<file path="config.mk">
export PLATFORM = sky130hd
export DESIGN_NAME = bcd_calendar_clock
export DESIGN_NICKNAME = d
export VERILOG_FILES = /design/src/rtl/bcd_calendar_clock.sv
export SDC_FILE = /design/constraint.sdc
export NUM_CORES = 1
export LEC_CHECK = 0
export BUFFER_PORTS_ARGS = -buffer_cell sky130_fd_sc_hd__buf_4
export CORE_MARGIN = 2
export CORE_UTILIZATION = 25
export CTS_BUF_LIST = sky130_fd_sc_hd__clkbuf_2 sky130_fd_sc_hd__clkbuf_4 sky130_fd_sc_hd__clkbuf_8
export DETAILED_ROUTE_END_ITERATION = 16
export GPL_TIMING_DRIVEN = 0
export PLACE_DENSITY = 0.47
export SYNTH_ARGS = -nofsm -noshare
export SYNTH_HDL_FRONTEND = slang
export SYNTH_SLANG_ARGS = --single-unit
</file>
<file path="constraint.sdc">
create_clock -name clk -period 3.1 [get_ports clk]
set_clock_uncertainty 0.15 [all_clocks]
set_input_delay 0.155 -clock clk [delete_from_list [all_inputs] [get_ports clk]]
set_output_delay 0.155 -clock clk [all_outputs]
set_load 0.05 [all_outputs]
</file>
<file path="src/rtl/bcd_calendar_clock.sv">
module bcd_calendar_clock #(
  parameter int DIV_BITS = 15
) (
  input  logic       clk,
  input  logic       rst_n,
  input  logic       tick_en,
  input  logic       stop,
  input  logic       hold,
  input  logic       load,
  input  logic [7:0] pre_sec,
  input  logic [7:0] pre_min,
  input  logic [7:0] pre_hour,
  input  logic [7:0] pre_day,
  input  logic [2:0] pre_wday,
  input  logic [3:0] pre_month,
  input  logic [7:0] pre_year,
  output logic [7:0] sec,
  output logic [7:0] minute,
  output logic [7:0] hour,
  output logic [7:0] mday,
  output logic [2:0] wday,
  output logic [3:0] month,
  output logic [7:0] year
);

  localparam int SNAP_W = 8 * 5 + 3 + 4;
  localparam logic [SNAP_W-1:0] RESET_VAL = {8'h00, 8'h00, 8'h00, 8'h01, 3'd0, 4'd1, 8'h00};

  logic [DIV_BITS-1:0] div;
  logic [7:0] r_sec, r_min, r_hour, r_day, r_year;
  logic [2:0] r_wday;
  logic [3:0] r_mon;
  logic [SNAP_W-1:0] live, snap, shown;

  function automatic logic [7:0] bcd_inc(input logic [7:0] v);
    return (v[3:0] == 4'd9) ? {v[7:4] + 4'd1, 4'd0} : v + 8'd1;
  endfunction

  wire run      = tick_en && !stop;
  wire tick     = run && (&div);
  wire sec_wrap = r_sec  == 8'h59;
  wire min_wrap = r_min  == 8'h59;
  wire hr_wrap  = r_hour == 8'h23;

  logic [1:0] ymod4;
  assign ymod4 = r_year[1:0] + {r_year[4], 1'b0};
  wire leap = ymod4 == 2'd0;

  logic [7:0] last_day;
  always_comb begin
    case (r_mon)
      4'd2:                    last_day = leap ? 8'h29 : 8'h28;
      4'd4, 4'd6, 4'd9, 4'd11: last_day = 8'h30;
      default:                 last_day = 8'h31;
    endcase
  end

  wire day_wrap = r_day == last_day;
  wire mon_wrap = r_mon == 4'd12;
  wire new_min  = tick && sec_wrap;
  wire new_hour = new_min && min_wrap;
  wire new_date = new_hour && hr_wrap;
  wire new_mon  = new_date && day_wrap;
  wire new_year = new_mon && mon_wrap;

  always_ff @(posedge clk or negedge rst_n) begin
    if (!rst_n) begin
      div <= '0;
      {r_sec, r_min, r_hour, r_day, r_wday, r_mon, r_year} <= RESET_VAL;
    end else if (load) begin
      div    <= '0;
      r_sec  <= pre_sec;
      r_min  <= pre_min;
      r_hour <= pre_hour;
      r_day  <= pre_day;
      r_wday <= pre_wday;
      r_mon  <= pre_month;
      r_year <= pre_year;
    end else if (run) begin
      div <= div + 1'b1;
      if (tick)     r_sec  <= sec_wrap ? 8'h00 : bcd_inc(r_sec);
      if (new_min)  r_min  <= min_wrap ? 8'h00 : bcd_inc(r_min);
      if (new_hour) r_hour <= hr_wrap  ? 8'h00 : bcd_inc(r_hour);
      if (new_date) begin
        r_day  <= day_wrap ? 8'h01 : bcd_inc(r_day);
        r_wday <= (r_wday == 3'd6) ? 3'd0 : r_wday + 3'd1;
      end
      if (new_mon)  r_mon  <= mon_wrap ? 4'd1 : r_mon + 4'd1;
      if (new_year) r_year <= (r_year == 8'h99) ? 8'h00 : bcd_inc(r_year);
    end
  end

  assign live = {r_sec, r_min, r_hour, r_day, r_wday, r_mon, r_year};

  always_ff @(posedge clk or negedge rst_n) begin
    if (!rst_n)     snap <= RESET_VAL;
    else if (!hold) snap <= live;
  end

  assign shown = hold ? snap : live;
  assign {sec, minute, hour, mday, wday, month, year} = shown;

  AST_SEC_LEGAL: assert property (@(posedge clk) disable iff (!rst_n)
    r_sec[3:0] <= 4'd9 && r_sec <= 8'h59 && r_min[3:0] <= 4'd9 && r_min <= 8'h59);
  AST_SEC_WRAP: assert property (@(posedge clk) disable iff (!rst_n)
    (!load && tick && sec_wrap) |=> r_sec == 8'h00);
  AST_HOUR_LEGAL: assert property (@(posedge clk) disable iff (!rst_n)
    r_hour[3:0] <= 4'd9 && r_hour <= 8'h23);
  AST_DAY_LIMIT: assert property (@(posedge clk) disable iff (!rst_n)
    r_day != 8'h00 && r_day[3:0] <= 4'd9 && (r_mon == 4'd2 || r_day <= 8'h31));
  AST_FEB_LIMIT: assert property (@(posedge clk) disable iff (!rst_n)
    (r_mon == 4'd2) |-> (r_day <= (leap ? 8'h29 : 8'h28)));
  AST_WDAY_RANGE: assert property (@(posedge clk) disable iff (!rst_n)
    r_wday <= 3'd6);
  AST_MONTH_RANGE: assert property (@(posedge clk) disable iff (!rst_n)
    r_mon >= 4'd1 && r_mon <= 4'd12);
  AST_LOAD_WRITE: assert property (@(posedge clk) disable iff (!rst_n)
    load |=> (r_sec == $past(pre_sec) && r_year == $past(pre_year) && div == '0));
  AST_STOP_FREEZE: assert property (@(posedge clk) disable iff (!rst_n)
    (stop && !load) |=> ($stable(div) && $stable(live)));
  AST_HOLD_FREEZE: assert property (@(posedge clk) disable iff (!rst_n)
    hold |=> (!hold || $stable(shown)));

endmodule

</file>
==> results of run 1 <==
[synthesized netlist by cell type, types with 5 or more instances]
master	n	area (um2)
sky130_fd_sc_hd__nor2b_1	8	50.1
sky130_fd_sc_hd__nor2_1	37	139
sky130_fd_sc_hd__nor3_1	7	35.0
sky130_fd_sc_hd__and4_1	6	52.6
sky130_fd_sc_hd__a31oi_1	8	50.1
sky130_fd_sc_hd__ha_1	24	300
sky130_fd_sc_hd__a21oi_1	29	145
sky130_fd_sc_hd__inv_1	20	75.1
sky130_fd_sc_hd__dfrtp_1	105	2630
sky130_fd_sc_hd__nand2b_1	6	37.5
sky130_fd_sc_hd__xor2_1	11	96.3
sky130_fd_sc_hd__o31ai_1	8	60.1
sky130_fd_sc_hd__o21a_1	6	45.0
sky130_fd_sc_hd__a2bb2oi_1	5	43.8
sky130_fd_sc_hd__buf_2	5	25.0
sky130_fd_sc_hd__nand4_1	6	37.5
sky130_fd_sc_hd__o21ai_0	52	260
sky130_fd_sc_hd__xnor2_1	10	87.6
sky130_fd_sc_hd__o311ai_0	5	43.8
sky130_fd_sc_hd__clkbuf_1	19	71.3
sky130_fd_sc_hd__and2_1	6	37.5
sky130_fd_sc_hd__nand2_1	75	282
sky130_fd_sc_hd__mux2i_1	13	130
sky130_fd_sc_hd__nand3b_1	7	52.6
sky130_fd_sc_hd__nand3_1	17	85.1
sky130_fd_sc_hd__and3_1	12	75.1
sky130_fd_sc_hd__mux2_2	31	349
[final cells by class]
cell class | instances | area, um2 | share of cell area
buffer | 30 | 130 | 0.0167
multi-input combinational | 442 | 2980 | 0.383
sequential | 109 | 2730 | 0.351
clock buffer | 11 | 151 | 0.0195
timing repair buffer | 148 | 1260 | 0.162
clock inverter | 5 | 57.6 | 0.00740
tap | 319 | 399 | 0.0513
inverter | 20 | 75.1 | 0.00965
[where the power goes]
part	internal [mW]	leakage (nW)	switching (mW)
clock	0.421	0.110	0.538
combinational	0.362	2.00	0.608
sequential	1.56	1.32	0.104
total	2.34	3.42	1.25
[cells by family after synthesis]
kind of cell,Yosys count
buffers and inverters,50
DFF,109
adders and majority gates,24
muxes,44
xor gates and xnor gates,21
and+or+nand+nor,214
AOI/OAI and AO/OA,139
[worst max path at each step]
stage	to	startpoint	slack, ns
after floorplan	r_mon[1]$_DFFE_PN0P_	r_mon[0]$_DFFE_PN1P_	0.83
after global placement	r_year[2]$_DFFE_PN0P_	r_sec[0]$_DFFE_PN0P_	0.36
after detailed placement	r_year[2]$_DFFE_PN0P_	r_sec[1]$_DFFE_PN0P_	0.35
after CTS	r_year[2]$_DFFE_PN0P_	r_sec[1]$_DFFE_PN0P_	0.31
after global routing	r_year[2]$_DFFE_PN0P_	r_sec[1]$_DFFE_PN0P_	0.1
final	r_year[2]$_DFFE_PN0P_	r_sec[0]$_DFFE_PN0P_	0.29
[sequential cells by signal, indices dropped and copies added (netlist names)]
register  count
snap         47
div          15
r_day         8
r_hour        8
r_min         8
r_sec         8
r_year        8
r_mon         4
r_wday        3
[metrics by stage]
stage	worst slack (ns)	util	cells	power (mW)	hold slack (ns)
3_5_place_dp	0.346	0.303	1019	2.62	-0.0282
4_1_cts	0.311	0.333	1084	3.65	0.0121
5_1_grt	0.0972	0.333	1084	3.80	0.0598
2_1_floorplan	0.833	-	601	2.27	-0.291
6_report	0.290	0.333	1084	3.59	0.0416
3_3_place_gp	0.362	0.302	1018	2.61	0.210
[worst max-delay path: stages, from the launching register on]
cell	delay (ns)
sky130_fd_sc_hd__dfrtp_1	0.49
sky130_fd_sc_hd__ha_1	0.25
sky130_fd_sc_hd__nand3b_2	0.18
sky130_fd_sc_hd__nor4_4	0.42
sky130_fd_sc_hd__nand4_2	0.32
sky130_fd_sc_hd__nor2_2	0.29
sky130_fd_sc_hd__buf_2	0.26
sky130_fd_sc_hd__a31oi_1	0.11
sky130_fd_sc_hd__a41o_1	0.24
[cells in the final DEF (no fill, tap or decap), drive strengths merged, types with 7 or more instances in the layout]
cell | synthesis | routed
a31oi | 8 | 8
nand4 | 7 | 7
and3 | 12 | 12
a21oi | 29 | 29
nand3 | 17 | 17
dlygate4sd3 | 0 | 49
mux2 | 31 | 31
xor2 | 11 | 11
mux2i | 13 | 13
o31ai | 8 | 8
xnor2 | 10 | 10
nor3 | 8 | 8
inv | 20 | 21
nor2b | 8 | 8
ha | 24 | 24
o21ai | 52 | 52
buf | 11 | 110
nand3b | 8 | 8
clkbuf | 19 | 30
nand2 | 75 | 75
dfrtp | 105 | 105
nor2 | 38 | 38
[timing repair]
item | CTS | global route
hold buffers | 49 | 0
endpoints found under the hold margin | 152 | 0
buffers inserted | 0 | 0
[per-layer routing]
layer	vias up	track usage	wire, um
met5	-	0	0
met4	0	0.0277	123
met3	11	0.0298	602
met2	85	0.258	8970
met1	2504	0.216	8940
li1	2469	-	-
==> flow_results.xml, run 1 <==
<?xml version="1.0" encoding="UTF-8"?>
<metrics>
  <group name="run_status">
    <metric name="run_status" unit="">finished clean</metric>
  </group>
  <group name="worst_hold_path">
    <metric name="worstHoldPathType" unit="">in -&gt; reg</metric>
    <metric name="timing.hold.worst_endpoint" unit="">r_year[2]$_DFFE_PN0P_</metric>
    <metric name="worstHoldStart" unit="">pre_year[2]</metric>
    <metric name="holdPathStages" unit="">4</metric>
  </group>
  <group name="pwr">
    <metric name="p_leak" unit="nW">3.42</metric>
    <metric name="vdd_ir_drop_max" unit="mV">0.163</metric>
    <metric name="power-per-cell-area" unit="nW/um2">461</metric>
  </group>
  <group name="sta">
    <metric name="final_min_period_over_clock_period" unit="">0.906</metric>
    <metric name="grt_setup_unrepaired" unit="">no</metric>
    <metric name="worst_slew_pin_slew" unit="ns">0.830</metric>
    <metric name="tns" unit="ns">0</metric>
    <metric name="report.final.slew_viol_count" unit="">0</metric>
    <metric name="timing.slew.headroom" unit="">0.447</metric>
    <metric name="hold_viol" unit="">0</metric>
    <metric name="fmaxAchievable" unit="GHz">0.356</metric>
    <metric name="period_needed" unit="ns">2.81</metric>
    <metric name="timing.final.setup_violations" unit="">0</metric>
  </group>
  <group name="yosys">
    <metric name="syn_area" unit="um2">5910</metric>
    <metric name="synth.area.mux_share" unit="">0.0810</metric>
    <metric name="yosys.area_share.simple" unit="">0.194</metric>
    <metric name="async_reset_ff_frac" unit="">1.00</metric>
    <metric name="yosys.area_share.xor_xnor" unit="">0.0311</metric>
    <metric name="yosys_register_bits" unit="">109</metric>
    <metric name="synth_top_family_by_area" unit="">simple AND/OR/NAND/NOR gates</metric>
    <metric name="post_synth_inst_count" unit="">601</metric>
    <metric name="synth_fa_ha_area_frac" unit="">0.0508</metric>
    <metric name="synthesis.yosys.warnings" unit="">0</metric>
    <metric name="syn_area_per_cell" unit="um2">9.84</metric>
    <metric name="synth_compound_gate_area_share" unit="">0.147</metric>
    <metric name="synth.net_count" unit="">678</metric>
    <metric name="post_synth_num_cell_types" unit="">62</metric>
    <metric name="synth_seq_area_share" unit="">0.462</metric>
    <metric name="synth_edf_count" unit="">0</metric>
    <metric name="yosys_most_used_dff" unit="">sky130_fd_sc_hd__dfrtp_1</metric>
  </group>
  <group name="placed_design">
    <metric name="port_buffers" unit="">98</metric>
    <metric name="dp_hpwl" unit="um">13300</metric>
    <metric name="placed_area" unit="um2">7080</metric>
    <metric name="final_estimated_routing_congestion_in_global_placement" unit="">0.795</metric>
  </group>
  <group name="global_routing">
    <metric name="first_global_vias" unit="">5020</metric>
    <metric name="wire_length_of_the_first_global_routing_pass" unit="um">29600</metric>
    <metric name="groute.usage.overall" unit="">0.157</metric>
    <metric name="grt_max_degree" unit="">70</metric>
    <metric name="globalRoute.totalOverflow" unit="">0</metric>
    <metric name="grt_antenna_before_repair" unit="">0</metric>
  </group>
  <group name="floorplan">
    <metric name="top_level_ports" unit="">100</metric>
    <metric name="rows" unit="">56</metric>
    <metric name="floorplan.initialDensity" unit="">0.253</metric>
    <metric name="core-area" unit="um2">23300</metric>
    <metric name="die_x" unit="um">158</metric>
    <metric name="dieHeight" unit="um">158</metric>
    <metric name="floorplan_die_area" unit="um2">24900</metric>
  </group>
  <group name="critical_path">
    <metric name="r2r_cells" unit="">8</metric>
    <metric name="setup.reg_to_reg.worst_slack" unit="ns">0.29</metric>
    <metric name="cp_max_fo" unit="">10</metric>
    <metric name="cp-end-kind" unit="">flop</metric>
    <metric name="criticalPathCategory" unit="">reg -&gt; reg</metric>
    <metric name="crit-reg2reg-launch" unit="">r_sec[0]$_DFFE_PN0P_</metric>
    <metric name="start_kind" unit="">flop</metric>
    <metric name="worstPathArrival" unit="ns">2.95</metric>
    <metric name="crit_required" unit="ns">3.24</metric>
    <metric name="crit-reg2reg-capture" unit="">r_year[2]$_DFFE_PN0P_</metric>
  </group>
  <group name="drt">
    <metric name="drt_first_iter_violations" unit="">279</metric>
    <metric name="drt_pass1_iterations" unit="">5</metric>
    <metric name="number_of_vias_in_the_routed_layout" unit="">5069</metric>
    <metric name="detail_route.drc_violations" unit="">0</metric>
    <metric name="wire_per_inst" unit="um">17.2</metric>
    <metric name="antenna_violating_nets_post_route" unit="">0</metric>
    <metric name="routed_via_density" unit="">4.68</metric>
    <metric name="drt-total-wl" unit="um">18600</metric>
  </group>
  <group name="clock_tree">
    <metric name="cts-root-buf" unit="">sky130_fd_sc_hd__clkbuf_8</metric>
    <metric name="cts_clock_pin_slew_for_the_worst_setup_and_hold_paths" unit="ns">0.11</metric>
    <metric name="cts_tree" unit="">yes</metric>
    <metric name="cts-buffers-inserted" unit="">9</metric>
    <metric name="htree_num_levels" unit="">3</metric>
    <metric name="cts.sink_count" unit="">109</metric>
    <metric name="cts_max_path_buffers" unit="">2</metric>
    <metric name="cts_resized" unit="">0</metric>
    <metric name="clock_insertion_delay_worst_skew" unit="ns">0.40</metric>
  </group>
  <group name="final_layout">
    <metric name="num_antenna_cells" unit="">0</metric>
    <metric name="finish.instance_area" unit="um2">7780</metric>
    <metric name="number_of_inserted_filler_cells_in_the_final_layout" unit="">2438</metric>
    <metric name="post_route_cells_drive_above_1_share" unit="">0.220</metric>
    <metric name="synthToLayoutAreaGrowth" unit="%">31.5</metric>
    <metric name="layout.nets" unit="">837</metric>
  </group>
  <group name="job">
    <metric name="max_cap_violations" unit="">0</metric>
  </group>
</metrics>
Note: power is estimated with default switching activity, not from simulation.
==> inputs of run 2 (changes only) <==
BUFFER_PORTS_ARGS = -buffer_cell sky130_fd_sc_hd__buf_2   (was -buffer_cell sky130_fd_sc_hd__buf_4)
==> run 2 against run 1 <==
Clock power decreased by 9.4%. Worst hold slack got worse by 0.0095 ns. Clock-buffer cell count stayed put. Cell area shrank 3.5%. Sequential share of layout area rose by 1.3 points. Utilization is 1.2 points lower. Routed wire length is 1.4% lower. Combinational power is 7.4% lower. Power down 4.5%. Critical path type unchanged.
==> flow_results.xml, run 2 (same netlist as run 1, synthesis figures left out) <==
<?xml version="1.0" encoding="UTF-8"?>
<metrics>
  <group name="drt">
    <metric name="drt_first_iter_violations" unit="">218</metric>
    <metric name="wire_per_inst" unit="um">17.0</metric>
    <metric name="drt-total-wl" unit="um">18400</metric>
    <metric name="number_of_vias_in_the_routed_layout" unit="">5018</metric>
    <metric name="drt_pass1_iterations" unit="">4</metric>
    <metric name="routed_via_density" unit="">4.63</metric>
    <metric name="antenna_violating_nets_post_route" unit="">0</metric>
    <metric name="detail_route.drc_violations" unit="">0</metric>
  </group>
  <group name="floorplan">
    <metric name="top_level_ports" unit="">100</metric>
    <metric name="dieHeight" unit="um">158</metric>
    <metric name="die_x" unit="um">158</metric>
    <metric name="floorplan.initialDensity" unit="">0.253</metric>
    <metric name="core-area" unit="um2">23300</metric>
    <metric name="rows" unit="">56</metric>
    <metric name="floorplan_die_area" unit="um2">24900</metric>
  </group>
  <group name="final_layout">
    <metric name="final_cell_mix" unit="">sky130_fd_sc_hd__dfrtp_1 (105), sky130_fd_sc_hd__buf_2 (102), sky130_fd_sc_hd__nand2_1 (75)</metric>
    <metric name="num_antenna_cells" unit="">0</metric>
    <metric name="registers.top_by_ff_count" unit="">snap</metric>
    <metric name="area_occupied_by_multi_input_gates" unit="um2">2980</metric>
    <metric name="post_route_cells_drive_above_1_share" unit="">0.220</metric>
    <metric name="area.sequential" unit="um2">2730</metric>
    <metric name="top_regs" unit="">snap: 47 flops, div: 15 flops</metric>
    <metric name="largest_register_ffs" unit="">47</metric>
    <metric name="layout.nets" unit="">836</metric>
    <metric name="number_of_inserted_filler_cells_in_the_final_layout" unit="">2486</metric>
    <metric name="most_frequent_standard_cell_in_the_layout_excluding_fill_and_tap_cells" unit="">sky130_fd_sc_hd__dfrtp_1</metric>
    <metric name="synthToLayoutAreaGrowth" unit="%">26.9</metric>
  </group>
  <group name="global_routing">
    <metric name="grt_max_degree" unit="">83</metric>
    <metric name="wire_length_of_the_first_global_routing_pass" unit="um">28400</metric>
    <metric name="globalRoute.totalOverflow" unit="">0</metric>
    <metric name="first_global_vias" unit="">4921</metric>
    <metric name="groute.usage.overall" unit="">0.151</metric>
    <metric name="grt_antenna_before_repair" unit="">0</metric>
  </group>
  <group name="pwr">
    <metric name="power-per-cell-area" unit="nW/um2">457</metric>
    <metric name="clock_power_share" unit="">0.253</metric>
    <metric name="sequentialPowerShare" unit="">0.485</metric>
    <metric name="internal_power" unit="mW">2.19</metric>
    <metric name="p_leak" unit="nW">3.33</metric>
    <metric name="power.switching" unit="mW">1.24</metric>
    <metric name="power_switching_share" unit="">0.362</metric>
    <metric name="p_total" unit="mW">3.43</metric>
    <metric name="combPwrFrac" unit="">0.262</metric>
    <metric name="vdd_ir_drop_max" unit="mV">0.207</metric>
  </group>
  <group name="sta">
    <metric name="timing.final.setup_violations" unit="">0</metric>
    <metric name="period_needed" unit="ns">2.81</metric>
    <metric name="grt_setup_unrepaired" unit="">no</metric>
    <metric name="final_min_period_over_clock_period" unit="">0.906</metric>
    <metric name="timing.slew.headroom" unit="">0.478</metric>
    <metric name="worst_case_setup_margin_in_the_final_layout" unit="ns">0.293</metric>
    <metric name="hold_viol" unit="">0</metric>
    <metric name="worst_slew_pin_slew" unit="ns">0.782</metric>
    <metric name="tns" unit="ns">0</metric>
    <metric name="report.final.slew_viol_count" unit="">0</metric>
    <metric name="fmaxAchievable" unit="GHz">0.356</metric>
  </group>
  <group name="clock_tree">
    <metric name="cts-buffers-inserted" unit="">9</metric>
    <metric name="cts_max_path_buffers" unit="">2</metric>
    <metric name="cts-root-buf" unit="">sky130_fd_sc_hd__clkbuf_8</metric>
    <metric name="cts.sink_count" unit="">109</metric>
    <metric name="cts_tree" unit="">yes</metric>
    <metric name="cts_clock_pin_slew_for_the_worst_setup_and_hold_paths" unit="ns">0.12</metric>
    <metric name="htree_num_levels" unit="">3</metric>
    <metric name="clock_insertion_delay_worst_skew" unit="ns">0.40</metric>
    <metric name="cts_resized" unit="">0</metric>
  </group>
  <group name="worst_hold_path">
    <metric name="worstHoldPathType" unit="">in -&gt; async</metric>
  </group>
  <group name="placed_design">
    <metric name="dp_hpwl" unit="um">13200</metric>
    <metric name="final_estimated_routing_congestion_in_global_placement" unit="">0.799</metric>
    <metric name="port_buffers" unit="">98</metric>
    <metric name="dpl_worst_slack" unit="ns">0.335</metric>
  </group>
  <group name="critical_path">
    <metric name="cp_max_fo" unit="">10</metric>
    <metric name="cp-end-kind" unit="">flop</metric>
    <metric name="criticalPathCategory" unit="">reg -&gt; reg</metric>
    <metric name="crit_required" unit="ns">3.24</metric>
    <metric name="worstPathArrival" unit="ns">2.95</metric>
    <metric name="crit-reg2reg-launch" unit="">r_hour[4]$_DFFE_PN0P_</metric>
    <metric name="start_kind" unit="">flop</metric>
    <metric name="crit_start" unit="">r_hour[4]$_DFFE_PN0P_</metric>
  </group>
  <group name="job">
    <metric name="max_cap_violations" unit="">0</metric>
  </group>
  <group name="run_status">
    <metric name="run_status" unit="">finished clean</metric>
  </group>
</metrics>
## run 2: area by class of cell
class / count / share of cell area
Buffer: 30 / 0.0173
Clock buffer: 11 / 0.0193
Clock inverter: 5 / 0.00567
Inverter: 20 / 0.0100
Multi-Input combinational cell: 442 / 0.397
Sequential cell: 109 / 0.364
Tap cell: 319 / 0.0532
Timing Repair Buffer: 147 / 0.134
## run 2: timing repair
action / 4_1_cts / 5_1_grt
hold buffers: 48 / 0
endpoints found under the hold margin: 152 / 0
buffers inserted: 0 / 0
## run 2: worst paths after layout
kind | endpoint | slack, ns | cells after the start
worst max-delay path | r_year[2]$_DFFE_PN0P_ | 0.29 | 9
worst max register to register | r_year[2]$_DFFE_PN0P_ | 0.29 | 9
worst min register to register | snap[14]$_DFF_PN0_ | 0.35 | 1
min in group clk | r_year[2]$_DFFE_PN0P_ | 0.04 | 4
worst min-delay path | r_sec[1]$_DFFE_PN0P_ | 0.03 | 2
max in group asynchronous | snap[15]$_DFF_PN1_ | 1.99 | 3
## run 2: worst max-delay path, stage by stage, from the launching register on
cell                      delay [ns]
sky130_fd_sc_hd__dfrtp_1        0.43
sky130_fd_sc_hd__inv_1          0.15
sky130_fd_sc_hd__ha_1           0.16
sky130_fd_sc_hd__nor4b_1        0.39
sky130_fd_sc_hd__a21o_2         0.28
sky130_fd_sc_hd__nand4_2        0.25
sky130_fd_sc_hd__nor2_2         0.28
sky130_fd_sc_hd__buf_2          0.25
sky130_fd_sc_hd__a31oi_1        0.11
sky130_fd_sc_hd__a41o_1         0.24
## run 2: per-layer routing
layer | vias up | share of wire | track usage
met5 | - | 0 | 0
met4 | 0 | 0.014 | 0.0342
met3 | 14 | 0.038 | 0.0323
met2 | 94 | 0.46 | 0.239
met1 | 2449 | 0.49 | 0.211
li1 | 2461 | - | -
## run 2: power by group through the flow
| stage | Clock, mW | Combinational, mW | Sequential (mW) |
|---|---|---|---|
| after floorplan | 0 | 0.615 | 1.66 |
| after global placement | 0 | 0.857 | 1.69 |
| after detailed placement | 0 | 0.864 | 1.69 |
| after CTS | 0.915 | 0.915 | 1.66 |
| after global routing | 0.971 | 0.980 | 1.68 |
| final | 0.868 | 0.898 | 1.66 |
## run 2: metrics by stage
stage	area, um2	util	cells	hold WS (ns)
floorplan	5910	-	601	-0.291
global placement	6800	0.292	1018	0.209
detailed placement	6840	0.293	1019	-0.0936
CTS	7510	0.322	1083	0.0150
global route	7510	0.322	1083	0.0335
finish	7510	0.322	1083	0.0321
==> inputs of run 3 (changes only) <==
clock period = 3 ns   (was 3.1 ns; I/O delays follow)
==> run 3 against run 2 <==
Final cell count is the same. Clock-buffer cell count is the same. Utilization about the same. Die area stayed put. Global-route usage unchanged. Routed wire length is 0.27% lower. Largest cell class unchanged. Highest routed layer unchanged.
==> flow_results.xml, run 3 (same netlist as run 1, synthesis figures left out) <==
<?xml version="1.0" encoding="UTF-8"?>
<metrics>
  <group name="run_status">
    <metric name="run_status" unit="">finished clean</metric>
  </group>
  <group name="floorplan">
    <metric name="top_level_ports" unit="">100</metric>
    <metric name="rows" unit="">56</metric>
    <metric name="die_x" unit="um">158</metric>
    <metric name="floorplan_die_area" unit="um2">24900</metric>
    <metric name="floorplan.initialDensity" unit="">0.253</metric>
    <metric name="core-area" unit="um2">23300</metric>
    <metric name="dieHeight" unit="um">158</metric>
  </group>
  <group name="final_layout">
    <metric name="registers.top_by_ff_count" unit="">snap</metric>
    <metric name="final_cell_mix" unit="">sky130_fd_sc_hd__dfrtp_1 (105), sky130_fd_sc_hd__buf_2 (102), sky130_fd_sc_hd__nand2_1 (75)</metric>
    <metric name="area.sequential" unit="um2">2730</metric>
    <metric name="num_antenna_cells" unit="">0</metric>
    <metric name="top_regs" unit="">snap: 47 flops, div: 15 flops</metric>
    <metric name="synthToLayoutAreaGrowth" unit="%">27.0</metric>
    <metric name="post_route_cells_drive_above_1_share" unit="">0.221</metric>
    <metric name="most_frequent_standard_cell_in_the_layout_excluding_fill_and_tap_cells" unit="">sky130_fd_sc_hd__dfrtp_1</metric>
    <metric name="layout_cells_excl_fill" unit="">1083</metric>
    <metric name="area_occupied_by_multi_input_gates" unit="um2">2980</metric>
    <metric name="number_of_inserted_filler_cells_in_the_final_layout" unit="">2484</metric>
    <metric name="layout.nets" unit="">836</metric>
    <metric name="largest_register_ffs" unit="">47</metric>
  </group>
  <group name="drt">
    <metric name="wire_per_inst" unit="um">16.9</metric>
    <metric name="drt_first_iter_violations" unit="">231</metric>
    <metric name="antenna_violating_nets_post_route" unit="">0</metric>
    <metric name="routed_via_density" unit="">4.64</metric>
    <metric name="drt-total-wl" unit="um">18300</metric>
    <metric name="number_of_vias_in_the_routed_layout" unit="">5020</metric>
    <metric name="drt_pass1_iterations" unit="">5</metric>
    <metric name="detail_route.drc_violations" unit="">0</metric>
  </group>
  <group name="sta">
    <metric name="timing.final.setup_violations" unit="">0</metric>
    <metric name="timing.slew.headroom" unit="">0.472</metric>
    <metric name="worst_slew_pin_slew" unit="ns">0.792</metric>
    <metric name="period_needed" unit="ns">2.74</metric>
    <metric name="hold_viol" unit="">0</metric>
    <metric name="grt_setup_unrepaired" unit="">no</metric>
    <metric name="final_min_period_over_clock_period" unit="">0.914</metric>
    <metric name="tns" unit="ns">0</metric>
    <metric name="fmaxAchievable" unit="GHz">0.365</metric>
    <metric name="report.final.slew_viol_count" unit="">0</metric>
  </group>
  <group name="global_routing">
    <metric name="first_global_vias" unit="">4921</metric>
    <metric name="grt_antenna_before_repair" unit="">0</metric>
    <metric name="groute.usage.overall" unit="">0.151</metric>
    <metric name="grt_max_degree" unit="">83</metric>
    <metric name="globalRoute.totalOverflow" unit="">0</metric>
    <metric name="wire_length_of_the_first_global_routing_pass" unit="um">28400</metric>
  </group>
  <group name="job">
    <metric name="max_cap_violations" unit="">0</metric>
  </group>
  <group name="critical_path">
    <metric name="worstPathArrival" unit="ns">2.88</metric>
    <metric name="crit_required" unit="ns">3.14</metric>
    <metric name="timing.critical_path.slowest_stage_cell" unit="">sky130_fd_sc_hd__dfrtp_1</metric>
    <metric name="cells_along_the_critical_path" unit="">inv_1 &gt; ha_1 &gt; nand3b_2 &gt; nor4_4 &gt; nand4_2 &gt; nor2_2 &gt; buf_2 &gt; a31oi_1 &gt; a41o_1</metric>
    <metric name="critical_path.n_buffers_inverters" unit="">2</metric>
    <metric name="critPathTopFamily" unit="">simple AND/OR/NAND/NOR gates</metric>
    <metric name="criticalPathCategory" unit="">reg -&gt; reg</metric>
    <metric name="start_kind" unit="">flop</metric>
    <metric name="setup.reg_to_reg.worst_slack" unit="ns">0.26</metric>
    <metric name="cp-end-kind" unit="">flop</metric>
    <metric name="cp_max_fo" unit="">10</metric>
    <metric name="worst_path_largest_cell_delay" unit="ns">0.43</metric>
  </group>
  <group name="pwr">
    <metric name="vdd_ir_drop_max" unit="mV">0.213</metric>
    <metric name="p_leak" unit="nW">3.33</metric>
    <metric name="power-per-cell-area" unit="nW/um2">472</metric>
  </group>
  <group name="clock_tree">
    <metric name="cts-root-buf" unit="">sky130_fd_sc_hd__clkbuf_8</metric>
    <metric name="clock_insertion_delay_worst_skew" unit="ns">0.40</metric>
    <metric name="cts_max_path_buffers" unit="">2</metric>
    <metric name="cts_clock_pin_slew_for_the_worst_setup_and_hold_paths" unit="ns">0.11</metric>
    <metric name="cts.sink_count" unit="">109</metric>
    <metric name="htree_num_levels" unit="">3</metric>
    <metric name="cts_tree" unit="">yes</metric>
    <metric name="cts-buffers-inserted" unit="">9</metric>
  </group>
  <group name="worst_hold_path">
    <metric name="worstHoldPathType" unit="">in -&gt; async</metric>
  </group>
  <group name="placed_design">
    <metric name="port_buffers" unit="">98</metric>
    <metric name="number_of_cells_after_detailed_placement" unit="">1019</metric>
    <metric name="dp_hpwl" unit="um">13200</metric>
    <metric name="final_estimated_routing_congestion_in_global_placement" unit="">0.799</metric>
  </group>
</metrics>
[run 3: cell counts in the layout (fill, tap and decap cells not counted)]
No cell type changed its count.
[run 3: worst register-to-register path, delay by kind of cell, from the launching register on]
| kind | cells | cell delay, ns |
|---|---|---|
| buffers and inverters | 2 | 0.34 |
| DFF | 1 | 0.43 |
| and+or+nand+nor | 4 | 1.17 |
| adders and majority gates | 1 | 0.20 |
| AOI/OAI and AO/OA | 2 | 0.35 |
[run 3: metrics by stage]
stage | worst slack (ns) | power, mW | utilization | hold WS [ns] | cell area (um2)
3_5_place_dp | 0.235 | 2.64 | 0.293 | -0.0986 | 6840
5_1_grt | 0.0297 | 3.76 | 0.322 | 0.0285 | 7510
2_1_floorplan | 0.733 | 2.35 | - | -0.296 | 5910
4_1_cts | 0.187 | 3.61 | 0.322 | 0.0100 | 7510
3_3_place_gp | 0.142 | 2.63 | 0.292 | 0.204 | 6800
6_report | 0.258 | 3.54 | 0.322 | 0.0253 | 7510
[run 3: where the power goes]
part,switching (mW),internal (mW)
clock network,0.553,0.344
logic,0.621,0.307
registers,0.108,1.61
[run 3: layout make-up]
type	count	share of cell area
Buffer	30	0.0173
Sequential cell	109	0.364
Multi-Input combinational cell	442	0.397
Tap cell	319	0.0531
Timing Repair Buffer	147	0.134
Inverter	20	0.00999
Clock inverter	5	0.00566
Clock buffer	11	0.0193
[run 3: worst paths after layout]
check,from,end,cells after the start
max in group asynchronous,rst_n,snap[15]$_DFF_PN1_,3
min reg2reg,snap[14]$_DFF_PN0_,snap[14]$_DFF_PN0_,1
max,r_sec[1]$_DFFE_PN0P_,r_year[2]$_DFFE_PN0P_,9
max reg2reg,r_sec[1]$_DFFE_PN0P_,r_year[2]$_DFFE_PN0P_,9
min,rst_n,r_sec[1]$_DFFE_PN0P_,2
min in group clk,pre_year[2],r_year[2]$_DFFE_PN0P_,4
[run 3: timing repair]
action / CTS / global route
hold buffers: 48 / 0
hold endpoints to repair: 152 / 0
resized for setup: 0 / 1
setup endpoints to repair: 0 / 3
buffers inserted: 0 / 0
[run 3: metal layers]
layer,vias up,global-route usage,share of wire
li1,2469,-,-
met1,2444,0.211,0.49
met2,93,0.239,0.46
met3,14,0.0323,0.037
met4,0,0.0342,0.014
met5,-,0,0
